==> src/rtl/smb_pkg.sv <==
package smb_pkg;
  typedef enum logic [2:0] {
    ST_IDLE,
    ST_DEVADDR,
    ST_REGADDR,
    ST_WDATA,
    ST_RDATA,
    ST_IGNORE
  } smb_state_e;
endpackage

==> src/rtl/smb_sync.sv <==
module smb_sync #(
  parameter int LINES = 2
) (
  input  logic             clk_i,
  input  logic             rst_ni,
  input  logic [LINES-1:0] raw_i,
  output logic [LINES-1:0] lvl_o,
  output logic [LINES-1:0] prev_o
);
  for (genvar g = 0; g < LINES; g++) begin : g_line
    logic [1:0] ff;
    always_ff @(posedge clk_i or negedge rst_ni) begin
      if (!rst_ni) begin
        ff        <= 2'b11;
        prev_o[g] <= 1'b1;
      end else begin
        ff        <= {ff[0], raw_i[g]};
        prev_o[g] <= ff[1];
      end
    end
    assign lvl_o[g] = ff[1];
  end
endmodule

==> src/rtl/smb_idle_timer.sv <==
module smb_idle_timer #(
  parameter int BUS_FREE_CYC = 64,
  parameter int HIGH_MAX_CYC = 512
) (
  input  logic clk_i,
  input  logic rst_ni,
  input  logic scl_i,
  input  logic sda_i,
  input  logic start_i,
  input  logic stop_i,
  output logic idle_o
);
  localparam int MAXC = (BUS_FREE_CYC > HIGH_MAX_CYC) ? BUS_FREE_CYC : HIGH_MAX_CYC;
  localparam int CW   = $clog2(MAXC + 1);

  logic [CW-1:0] cnt;
  logic          after_stop;
  logic          both_hi;

  assign both_hi = scl_i & sda_i;

  always_ff @(posedge clk_i or negedge rst_ni) begin
    if (!rst_ni) begin
      cnt        <= '0;
      after_stop <= 1'b0;
      idle_o     <= 1'b1;
    end else begin
      if (!both_hi)                cnt <= '0;
      else if (cnt != CW'(MAXC))   cnt <= cnt + 1'b1;

      if (stop_i)       after_stop <= 1'b1;
      else if (start_i) after_stop <= 1'b0;

      if (start_i || !both_hi)
        idle_o <= 1'b0;
      else if ((after_stop && cnt >= CW'(BUS_FREE_CYC)) || cnt >= CW'(HIGH_MAX_CYC))
        idle_o <= 1'b1;
    end
  end
endmodule

==> src/rtl/smb_proto.sv <==
module smb_proto
  import smb_pkg::*;
#(
  parameter int AW = 7,
  parameter int DW = 8
) (
  input  logic          clk_i,
  input  logic          rst_ni,
  input  logic          scl_rise_i,
  input  logic          scl_fall_i,
  input  logic          sda_i,
  input  logic          start_i,
  input  logic          stop_i,
  input  logic          idle_i,
  input  logic [AW-1:0] dev_addr_i,
  input  logic [DW-1:0] reg_rdata_i,
  output logic          sda_oe_o,
  output logic [DW-1:0] reg_addr_o,
  output logic [DW-1:0] reg_wdata_o,
  output logic          reg_we_o
);
  localparam int CNTW = $clog2(DW + 2);
  localparam logic [CNTW-1:0] BYTE_END = CNTW'(DW);
  localparam logic [CNTW-1:0] ACK_END  = CNTW'(DW + 1);

  smb_state_e    state;
  logic [CNTW-1:0] bit_cnt;
  logic [DW-1:0] sh;
  logic [DW-1:0] rd_sh;
  logic          match;

  assign match = (sh[DW-1 -: AW] == dev_addr_i);

  always_ff @(posedge clk_i or negedge rst_ni) begin
    if (!rst_ni) begin
      state       <= ST_IDLE;
      bit_cnt     <= '0;
      sh          <= '0;
      rd_sh       <= '0;
      sda_oe_o    <= 1'b0;
      reg_addr_o  <= '0;
      reg_wdata_o <= '0;
      reg_we_o    <= 1'b0;
    end else begin
      reg_we_o <= 1'b0;
      if (start_i) begin
        state    <= ST_DEVADDR;
        bit_cnt  <= '0;
        sda_oe_o <= 1'b0;
      end else if (stop_i) begin
        state    <= ST_IGNORE;
        sda_oe_o <= 1'b0;
      end else if (idle_i && state != ST_IDLE) begin
        state    <= ST_IDLE;
        sda_oe_o <= 1'b0;
      end else begin
        unique case (state)
          ST_DEVADDR, ST_REGADDR, ST_WDATA: begin
            if (scl_rise_i && bit_cnt < BYTE_END) begin
              sh      <= {sh[DW-2:0], sda_i};
              bit_cnt <= bit_cnt + 1'b1;
            end else if (scl_fall_i && bit_cnt == BYTE_END) begin
              if (state != ST_DEVADDR || match) begin
                sda_oe_o <= 1'b1;
                bit_cnt  <= ACK_END;
                if (state == ST_DEVADDR && sh[0]) rd_sh <= reg_rdata_i;
              end else begin
                state <= ST_IGNORE;
              end
            end else if (scl_fall_i && bit_cnt == ACK_END) begin
              sda_oe_o <= 1'b0;
              bit_cnt  <= '0;
              unique case (state)
                ST_DEVADDR: begin
                  if (sh[0]) begin
                    state    <= ST_RDATA;
                    sda_oe_o <= ~rd_sh[DW-1];
                  end else begin
                    state <= ST_REGADDR;
                  end
                end
                ST_REGADDR: begin
                  reg_addr_o <= sh;
                  state      <= ST_WDATA;
                end
                default: begin
                  reg_wdata_o <= sh;
                  reg_we_o    <= 1'b1;
                  state       <= ST_IGNORE;
                end
              endcase
            end
          end
          ST_RDATA: begin
            if (scl_rise_i) begin
              if (bit_cnt == BYTE_END) state <= ST_IGNORE;
              else                     bit_cnt <= bit_cnt + 1'b1;
            end else if (scl_fall_i) begin
              if (bit_cnt == BYTE_END) begin
                sda_oe_o <= 1'b0;
              end else if (bit_cnt != '0) begin
                rd_sh    <= {rd_sh[DW-2:0], 1'b0};
                sda_oe_o <= ~rd_sh[DW-2];
              end
            end
          end
          default: ;
        endcase
      end
    end
  end
endmodule

==> src/rtl/smb_regslave.sv <==
module smb_regslave #(
  parameter logic [2:0] DEV_ID_HI    = 3'b101,
  parameter int         BUS_FREE_CYC = 64,
  parameter int         HIGH_MAX_CYC = 512
) (
  input  logic       clk_i,
  input  logic       rst_ni,
  input  logic       scl_i,
  input  logic       sda_i,
  input  logic [3:0] addr_strap_i,
  output logic       sda_oe_o,
  output logic       bus_idle_o,
  output logic [7:0] reg_addr_o,
  output logic [7:0] reg_wdata_o,
  output logic       reg_we_o,
  input  logic [7:0] reg_rdata_i
);
  logic [1:0] lvl, prev;
  logic scl_q, sda_q, scl_d, sda_d;
  logic start, stop, scl_rise, scl_fall;

  smb_sync #(.LINES(2)) u_sync (
    .clk_i (clk_i),
    .rst_ni(rst_ni),
    .raw_i ({scl_i, sda_i}),
    .lvl_o (lvl),
    .prev_o(prev)
  );

  assign {scl_q, sda_q} = lvl;
  assign {scl_d, sda_d} = prev;
  assign start    = scl_q & scl_d &  sda_d & ~sda_q;
  assign stop     = scl_q & scl_d & ~sda_d &  sda_q;
  assign scl_rise =  scl_q & ~scl_d;
  assign scl_fall = ~scl_q &  scl_d;

  smb_idle_timer #(
    .BUS_FREE_CYC(BUS_FREE_CYC),
    .HIGH_MAX_CYC(HIGH_MAX_CYC)
  ) u_idle (
    .clk_i  (clk_i),
    .rst_ni (rst_ni),
    .scl_i  (scl_q),
    .sda_i  (sda_q),
    .start_i(start),
    .stop_i (stop),
    .idle_o (bus_idle_o)
  );

  smb_proto #(.AW(7), .DW(8)) u_proto (
    .clk_i      (clk_i),
    .rst_ni     (rst_ni),
    .scl_rise_i (scl_rise),
    .scl_fall_i (scl_fall),
    .sda_i      (sda_q),
    .start_i    (start),
    .stop_i     (stop),
    .idle_i     (bus_idle_o),
    .dev_addr_i ({DEV_ID_HI, addr_strap_i}),
    .reg_rdata_i(reg_rdata_i),
    .sda_oe_o   (sda_oe_o),
    .reg_addr_o (reg_addr_o),
    .reg_wdata_o(reg_wdata_o),
    .reg_we_o   (reg_we_o)
  );
endmodule

==> config.mk <==
export PLATFORM = sky130hd
export DESIGN_NAME = smb_regslave
export DESIGN_NICKNAME = d
export VERILOG_FILES = /design/src/rtl/smb_pkg.sv /design/src/rtl/smb_sync.sv /design/src/rtl/smb_idle_timer.sv /design/src/rtl/smb_proto.sv /design/src/rtl/smb_regslave.sv
export SDC_FILE = /design/constraint.sdc
export NUM_CORES = 1
export LEC_CHECK = 0
export CAP_MARGIN = 20
export CELL_PAD_IN_SITES_DETAIL_PLACEMENT = 0
export CELL_PAD_IN_SITES_GLOBAL_PLACEMENT = 2
export CORE_MARGIN = 2
export CORE_UTILIZATION = 41
export DETAILED_ROUTE_END_ITERATION = 7
export DONT_BUFFER_PORTS = 1
export PLACE_DENSITY = 0.78
export SETUP_SLACK_MARGIN = 0.1
export SYNTH_ARGS = -nofsm -noshare
export SYNTH_HDL_FRONTEND = slang
export SYNTH_SLANG_ARGS = --single-unit
==> constraint.sdc <==
create_clock -name clk_i -period 2.3 [get_ports clk_i]
set_input_delay 0.575 -clock clk_i [delete_from_list [all_inputs] [get_ports clk_i]]
set_output_delay 0.575 -clock clk_i [all_outputs]
set_load 0.01 [all_outputs]
==> results.md <==
* Setup-failing EPs final at 0
* Critical path fanouts, max at 8
* Fin Hold WS at 83.4 ps
* Cell Count, Final, Fillers Out at 401
* Fin crit period at 2250 ps
* Layout cell share with drive strength beyond 1 at 33.8%
* WP data required at 2520 ps
* Critical Path Stages at 5
* Core Area at 0.00718 sq mm
* Mapped Area at 0.00299 sq mm
* Crit path buf inv count at 0
* LEAKAGE at 1.63 nW
* Router iterations before antenna repair at 4
* Setup Crit Path Kind: flip-flop to flip-flop
* Synth async-reset ratio at 100%
* Congestion Overflow GR at 0
* First-pass GRT wire length at 9.97 mm
* Final net count at 318
* Rows at 31
* Antenna violations before repair at 0
* Fin worst setup slack at 53.1 ps
* Die Ht at 89.4 microns
* WL final at 6.27 mm
* Yosys top cell by area: dfrtp_1
* Worst-path cell chain: or3b_4 > nor4_2 > a21oi_1 > or4_4 > mux2_4
* Worst Setup End Kind: flip-flop
* Outcome: finished clean
* Via density at 5.10
* Clk buf depth at 2
* Dpl hpwl at 4.19 mm
* CTS tree: done
* Main area contributors after synthesis: dfrtp_1, mux2_2, dfstp_2
* # clock sinks at 59
* Slowest stage delay, CP at 630 ps
* Post-synth EDFFs at 0
* Max stage delay cell, worst path: or4_4
* Total GRT Usage at 16.4%
* CTS buffer count at 9
* Maximum number of pins on one net before global-route repair at 53
* Die width at 89.4 microns
* Vias in the first global route at 1988
* Initial core utilization at 41.7%
* Tightest Pin Transition at 341 ps
* Worst reg-to-reg path cell count at 5
* Register area share after synthesis at 49.6%
* DR iter-0 viols at 99
* Synth unique cells at 54
* Antenna Nets Post-Route at 0
* Post-Synthesis Cells at 269
* Area after DPL at 0.00317 sq mm
* RSZ-0062 raised after global routing: true
* Top cell type's share of synthesized area at 43.5%
* Worst-Skew Late Latency at 340 ps
* Skew final at 12.1 ps
* Cell Pwr Density at 981 mW/mm^2
* Rel. slew slack at 77.2%
* Design Area, Final at 0.00356 sq mm
* Startpoint types: flip-flop
* Final core utilization at 49.7%
* Die Area at 0.00800 sq mm
* Average size of a mapped cell at 11.1 sq um
* Commonest non-fill, non-tap cell in the layout: dfrtp_1
* CP arrival at 2470 ps
* Setup TNS at 0 ps
* Hold WC Path Type: input pin to asynchronous set/reset pin
* Synth Register Bits at 59
* Via count at 2047
* Antenna fix cells at 0
* MaxCap Viol Count at 0
* VDD IR max at 0.623 mV
* Warnings from Yosys at 0
* Total power at 3.50 mW
* Drt drc at 0
* Max Freq at 0.445 GHz
* Main synth FF type: dfrtp_1
* Clock Tree Root: clkbuf_8
* Post-Place Worst Slack at 74.8 ps
* Delay-heaviest family, CP: simple AND/OR/NAND/NOR gates
* Fin. Hold Viols at 0
* Placed Cells incl. Taps at 373
* Input/output buffers at 0
* Most frequent cells in the layout: dfrtp_1, nand2_1, mux2_2, buf_4, nor2_1
* Worst-path clk slew at 80 ps
* Final Wtd Congestion at 0.820
* Final period util at 97.7%
* WL per Instance at 15.6 microns
* Max-slew violations at 0
* Ports at 35
* Layout area overhead at 19.2%
* H-tree Lvls at 3
* Syn nets at 290
-- registers in the layout, summed over array words and instances, names as in the netlist --
register             flops
u_sync.prev_o            2
u_idle.cnt              10
u_proto.state            3
u_proto.reg_addr_o       8
u_proto.rd_sh            8
u_proto.sda_oe_o         1
u_proto.bit_cnt          4
u_proto.reg_wdata_o      8
u_proto.sh               8
u_idle.after_stop        1
u_proto.reg_we_o         1
u_idle.idle_o            1
u_sync.g_line.ff         4
-- worst reg2reg max path, delay by kind of cell (launching register included) --
family / cells / cell delay, ps
multiplexers: 1 / 330
AO/OA/AOI/OAI: 1 / 70
AND/OR/NAND/NOR: 3 / 1280
flip-flops: 1 / 450
-- final timing paths --
| check | from | slack, ps | endpoint |
|---|---|---|---|
| hold reg to reg | u_sync.g_line[1].ff[0] | 360 | u_sync.g_line[1].ff[1] |
| min in group clk_i | scl_i | 240 | u_sync.g_line[1].ff[0] |
| max in group asynchronous | rst_ni | 1960 | u_proto.state[2] |
| hold / removal | rst_ni | 80 | u_sync.prev_o[0] |
| setup / recovery | u_proto.state[1] | 50 | u_proto.rd_sh[4] |
| setup reg to reg | u_proto.state[1] | 50 | u_proto.rd_sh[4] |
-- layer usage --
layer | wire length [microns] | track usage, % | up-vias
li1 | - | - | 1010
met1 | 3190 | 23.8 | 1005
met2 | 2830 | 24.0 | 30
met3 | 226 | 5.17 | 2
met4 | 23 | 4.07 | 0
met5 | 0 | 0 | -
-- Yosys cell counts, types with 2 or more instances --
cell type and count:
and4b_1 2, nor2b_1 2, nand4b_1 3, buf_6 2, nor4_1 4, nor2_1 15, inv_1 10, xnor2_1 3
buf_4 2, and2_1 2, nor3_2 2, nand3_1 8, a21oi_1 12, mux2i_1 2, xor2_1 10, dfrtp_1 52
nand4_1 2, ha_1 5, nor3b_1 4, dfstp_2 7, buf_2 2, clkbuf_1 3, o311ai_0 2, mux2_2 28
nand2_1 33, o21ai_0 9, nor3_1 2, mux2_4 7, nand3b_1 2, or3_1 4, nand2b_1 5
-- where the power goes --
group	switching (mW)	total [mW]	internal (mW)	leakage, nW
combinational	0.455	0.956	0.501	0.737
clock	0.450	1.18	0.729	0.120
sequential	0.161	1.36	1.20	0.769
-- cell families after synthesis --
group | share of synthesized area [%]
AND/OR/NAND/NOR | 17.1
flip-flops | 49.6
AO/OA/AOI/OAI | 9.37
multiplexers | 14.7
buffers and inverters | 3.22
XOR/XNOR | 3.81
adder cells (fa/ha/maj) | 2.09
-- final cells by class --
cell class,count,area [sq um]
clock inverters,7,124
clock buffers,9,124
repair buffers,26,225
multi-input cells,191,1440
inverters,10,37.5
flip-flops and latches,59,1490
well taps,99,124
fillers,670,3610
-- timing repair --
| item | CTS | global route |
|---|---|---|
| setup buffers | 0 | 11 |
| hold buffers | 1 | 0 |
| endpoints found under the setup margin | 7 | 14 |
| resized for setup | 2 | 8 |
| hold endpoints to repair | 52 | 0 |
| pin swaps | 0 | 3 |
(Power assumes the default switching activity.)
